===== config.mk =====
export PLATFORM = sky130hd
export DESIGN_NAME = frame_pattern_detector
export DESIGN_NICKNAME = d
export VERILOG_FILES = /design/src/rtl/fd_pkg.sv /design/src/rtl/fd_frame_pos.sv /design/src/rtl/fd_pat_track.sv /design/src/rtl/frame_pattern_detector.sv
export SDC_FILE = /design/constraint.sdc
export NUM_CORES = 1
export LEC_CHECK = 0
export CORE_AREA = 4 4 41 43
export CTS_CLUSTER_DIAMETER = 80
export DETAILED_ROUTE_END_ITERATION = 12
export DIE_AREA = 0 0 45 47
export GPL_ROUTABILITY_DRIVEN = 0
export SLEW_MARGIN = 0
export SYNTH_ARGS = -nofsm -noshare
export SYNTH_HDL_FRONTEND = slang
export SYNTH_SLANG_ARGS = --single-unit

===== constraint.sdc =====
create_clock -name clk -period 1.95 [get_ports clk]
set_clock_uncertainty 0.1 [all_clocks]
set_input_delay 0.39 -clock clk [delete_from_list [all_inputs] [get_ports clk]]
set_output_delay 0.39 -clock clk [all_outputs]
set_load 0.01 [all_outputs]

===== src/rtl/fd_pkg.sv =====
package fd_pkg;

    localparam int DEF_FRAME_BITS = 4;
    localparam int DEF_NUM_PATS   = 2;

    // per-target tracker view handed back to the top
    typedef struct packed {
        logic alive;
        logic hit;
    } trk_status_t;

    function automatic logic any_hit(input logic [31:0] hits, input int n);
        logic r;
        r = 1'b0;
        for (int i = 0; i < n; i++) r = r | hits[i];
        return r;
    endfunction

endpackage


===== src/rtl/fd_frame_pos.sv =====
module fd_frame_pos #(
    parameter int FRAME_BITS = 4,
    localparam int POS_W = (FRAME_BITS > 2) ? $clog2(FRAME_BITS) : 1
) (
    input  logic             clk,
    input  logic             rst,
    input  logic             adv,
    output logic [POS_W-1:0] pos,
    output logic             at_last
);

    localparam logic [POS_W-1:0] LAST_POS = POS_W'(FRAME_BITS - 1);

    assign at_last = (pos == LAST_POS);

    always_ff @(posedge clk) begin
        if (rst)          pos <= '0;
        else if (adv)     pos <= at_last ? '0 : pos + 1'b1;
    end

    // the edge that takes the final bit returns to position 0
    assert_wrap_R5: assert property (@(posedge clk) disable iff (rst)
        (adv && at_last) |=> (pos == '0));

    // without the strobe the position holds
    assert_hold_pos_R6: assert property (@(posedge clk) disable iff (rst)
        !adv |=> $stable(pos));

    // the position never leaves the frame range
    assert_pos_range_R1: assert property (@(posedge clk) disable iff (rst)
        pos <= LAST_POS);

endmodule


===== src/rtl/fd_pat_track.sv =====
module fd_pat_track #(
    parameter int FRAME_BITS = 4,
    parameter logic [FRAME_BITS-1:0] PATTERN = 4'b0101,
    localparam int POS_W = (FRAME_BITS > 2) ? $clog2(FRAME_BITS) : 1
) (
    input  logic                clk,
    input  logic                rst,
    input  logic                in_valid,
    input  logic                in_bit,
    input  logic [POS_W-1:0]    pos,
    input  logic                at_last,
    output fd_pkg::trk_status_t status
);

    logic [POS_W-1:0] idx;
    logic             want;
    logic             agree;
    logic             alive;

    // first arriving bit sits at the MSB of the pattern
    always_comb begin
        idx   = POS_W'(FRAME_BITS - 1) - pos;
        want  = PATTERN[idx];
        agree = (in_bit == want);
    end

    always_ff @(posedge clk) begin
        if (rst)                alive <= 1'b1;
        else if (in_valid) begin
            if (at_last)        alive <= 1'b1;
            else                alive <= alive & agree;
        end
    end

    assign status.alive = alive;
    assign status.hit   = in_valid & at_last & alive & agree;

    // a rejected frame stays rejected until its final bit
    assert_dead_stays_R4: assert property (@(posedge clk) disable iff (rst)
        (!alive && !at_last) |=> !alive);

    // each new frame starts with the tracker re-armed
    assert_rearm_R5: assert property (@(posedge clk) disable iff (rst)
        (in_valid && at_last) |=> alive);

endmodule


===== src/rtl/frame_pattern_detector.sv =====
module frame_pattern_detector #(
    parameter int FRAME_BITS = fd_pkg::DEF_FRAME_BITS,
    parameter int NUM_PATS   = fd_pkg::DEF_NUM_PATS,
    parameter logic [NUM_PATS*FRAME_BITS-1:0] PATTERNS = {4'b1001, 4'b0101},
    localparam int POS_W = (FRAME_BITS > 2) ? $clog2(FRAME_BITS) : 1
) (
    input  logic clk,
    input  logic rst,
    input  logic in_valid,
    input  logic in_bit,
    output logic hit_out
);

    logic [POS_W-1:0]    pos;
    logic                at_last;
    logic [31:0]         hits;
    fd_pkg::trk_status_t stat [NUM_PATS];

    fd_frame_pos #(.FRAME_BITS(FRAME_BITS)) u_pos (
        .clk     (clk),
        .rst     (rst),
        .adv     (in_valid),
        .pos     (pos),
        .at_last (at_last)
    );

    for (genvar g = 0; g < NUM_PATS; g++) begin : g_trk
        fd_pat_track #(
            .FRAME_BITS (FRAME_BITS),
            .PATTERN    (PATTERNS[g*FRAME_BITS +: FRAME_BITS])
        ) u_trk (
            .clk      (clk),
            .rst      (rst),
            .in_valid (in_valid),
            .in_bit   (in_bit),
            .pos      (pos),
            .at_last  (at_last),
            .status   (stat[g])
        );
    end

    always_comb begin
        hits = '0;
        for (int i = 0; i < NUM_PATS; i++) hits[i] = stat[i].hit;
    end

    assign hit_out = fd_pkg::any_hit(hits, NUM_PATS);

    // the flag only appears on the final bit position
    assert_hit_last_R3: assert property (@(posedge clk) disable iff (rst)
        hit_out |-> at_last);

    // no flag without the strobe
    assert_hit_valid_R6: assert property (@(posedge clk) disable iff (rst)
        hit_out |-> in_valid);

    // a flag needs at least one tracker still alive
    assert_hit_alive_R2: assert property (@(posedge clk) disable iff (rst)
        hit_out |-> (stat[0].alive || stat[NUM_PATS-1].alive));

endmodule


==> flow_summary.toml <==
[global_routing]
grt_pass1_vias = 183
antenna_found_initial = 0
met2_usage_pct = 7.06
gr-usage-met3_pct = 1.15
grt_max_degree = 6
grt_overflow = 0
grt_util_all_layers_pct = 4.34
grt_pass1_wl_um = 579
grt-busiest-layer = "met4"
met1_usage_pct = 3.17

[floorplanning]
start_util_pct = 15.7
die-area_sq_um = 2120
die_h_um = 47
pin_count = 5
rows = 13
die_x_um = 45
core_area_sq_um = 1300

[routing]
antenna_left = 0
totalWireLength_um = 381
dr_total_vias = 186
drc_errors = 0
first_iter_violations = 0
post_drt_wl_per_cell_um = 8.47
vias_per_cell = 4.13
dr.pass1.iters = 1

[worst_setup_path]
start_kind = "flop"
crit_end = "hit_out"
reg2reg_to = "u_pos.pos[0]$_SDFFE_PP0P_"
critPathCaptureType = "output pin"
crit_required_ns = 1.46
worstSetupPathType = "flop to output pin"
cp.arrival_ns = 1.31
r2r_slack_ns = 0.60
reg2reg_depth = 4
path_max_fanout = 2
rr_startpoint = "u_pos.pos[0]$_SDFFE_PP0P_"
crit_start = "u_pos.pos[0]$_SDFFE_PP0P_"

[cts]
postCtsHoldBufs = 0
cts_made_buffers = 3
cts-root-buf = "clkbuf_4"
clk_path_buf_depth = 2
cts_tree = "built"
clkTransAtPathRegs_ns = 0.03
cts.sinks = 4
h-tree-depth = 1
clk_latency_ns = 0.23

[layout]
diodes = 0
design_area_sq_um = 294
synthToLayoutAreaGrowth_pct = 44.2
drive_gt1_share_pct = 26.7
fin_nets = 37

[power_and_ir_drop]
vdd_drop_max_mv = 0.276
cellPowerDensity_nw_per_um2 = 790
p_leak_nw = 0.120

[synth]
async_flop_share_pct = 0
synth_top_area_share_pct = 39.3
syn_area_per_cell_sq_um = 9.71
synth_seq_cells = 4
netlist_instances = 21
yosys_warnings = 0
synth_nets = 26
yosysMostFrequentCell = "dfxtp_1"
yosysUniqueCellTypes = 15
syn_area_sq_um = 204
synth.top_cells.by_count = "dfxtp_1, a211oi_1, a21oi_1, nand3_1"
synth_top_cell_by_area = "dfxtp_1"
synth_area_leaders = "dfxtp_1, a211oi_1, ha_1, a21oi_1, mux2i_1"
synth-edff-count = 0
ys.flop_type = "dfxtp_1"
ys_seq_area_share_pct = 39.3

[timing]
setup_ws_ns = 0.147
rsz0062_at_grt = "false"
max_slew.worst_pin.slew_ns = 0.232
clock.fmax_ghz = 0.555
slew_viol_final = 0
max_slew_margin_pct = 84.5
period_needed_ns = 1.80
finalCritPeriodShare_pct = 92.5
tns_ns = 0
setup_viol = 0
final_hold_viol_count = 0

[min_path]
worstHoldPathType = "flop to flop"

[flow_run]
timing.max_cap.violations = 0

[placement]
portBuffers = 4
post_dp_cell_area_sq_um = 278
place_ws_ns = -0.283

[status]
status = "complete, no violations"
-- metrics by stage --
stage               std cells  hold slack (ns)  power, W  utilization, %
floorplan                  21            0.352  0.000121               -
finish                     45            0.395  0.000232            22.6
detailed placement         42            0.399  0.000138            21.3
global route               45            0.435  0.000254            22.6
CTS                        45            0.407  0.000240            23.0
global placement           42            0.383  0.000137            21.3
-- sequential cells by signal, summed over array words and instances, names as in the netlist --
signal / flops
g_trk.u_trk.alive: 2
u_pos.pos: 2
-- power by group --
part           internal (W)  switching [W]  total [W]
Sequential        0.0000910     0.00000423  0.0000952
Clock             0.0000685      0.0000287  0.0000971
Combinational     0.0000215      0.0000185  0.0000400
-- final cells by class --
type / instances / area, sq um
clock buffer: 3 / 22.5
fill: 156 / 1010
multi-input combinational: 16 / 116
sequential: 4 / 80.1
tap: 15 / 18.8
timing repair buffer: 7 / 56.3
-- placed cells by master (no fill, tap or decap) --
cell type / instances
dfxtp_1: 4
clkbuf_4: 3
buf_4: 3
nand3_1: 2
a211oi_1: 2
a21oi_1: 2
clkdlybuf4s50_1: 2
xnor2_1: 1
xor2_1: 1
o22ai_1: 1
or3b_1: 1
nand2b_1: 1
a21oi_2: 1
mux2i_1: 1
nor2_1: 1
nor3b_1: 1
ha_1: 1
dlygate4sd2_1: 1
clkbuf_2: 1
-- cells by family (layout without fill, tap and decap cells) --
logic type | Yosys count | in the layout | share of synthesized area (%)
AND/OR/NAND/NOR | 6 | 6 | 17.8
multiplexers | 1 | 1 | 4.91
adder cells (fa/ha/maj) | 1 | 1 | 6.13
AO/OA/AOI/OAI | 6 | 6 | 19.6
XOR/XNOR | 2 | 2 | 8.59
flip-flops | 4 | 4 | 39.3
buffers and inverters | 1 | 10 | 3.68
-- routing by layer --
metal  vias up  routed length, um
li1         98                  -
met1        85                174
met2         3                200
met3         0                  7
met4         0                  0
met5         -                  0
-- worst min-delay path by stage --
stage | startpoint | endpoint | slack, ns | depth (start not counted)
floorplan | rst | u_pos.pos[0]$_SDFFE_PP0P_ | 0.35 | 1
global placement | u_pos.pos[1]$_SDFFE_PP0P_ | u_pos.pos[1]$_SDFFE_PP0P_ | 0.38 | 2
detailed placement | u_pos.pos[1]$_SDFFE_PP0P_ | u_pos.pos[1]$_SDFFE_PP0P_ | 0.40 | 2
CTS | u_pos.pos[1]$_SDFFE_PP0P_ | u_pos.pos[1]$_SDFFE_PP0P_ | 0.41 | 2
global route | u_pos.pos[1]$_SDFFE_PP0P_ | u_pos.pos[1]$_SDFFE_PP0P_ | 0.44 | 2
finish | u_pos.pos[1]$_SDFFE_PP0P_ | u_pos.pos[1]$_SDFFE_PP0P_ | 0.39 | 2
-- critical path: stages (launching register included) --
cell and delay (ns):
dfxtp_1 0.30, ha_1 0.32, xnor2_1 0.15, o22ai_1 0.16, clkbuf_2 0.15
-- timing repair --
action | 4_1_cts | 5_1_grt
setup buffers | 0 | 0
endpoints found under the setup margin | 1 | 1
pin swaps | 2 | 0
gates resized for setup | 3 | 1
Power figures use the tool's default switching activity.
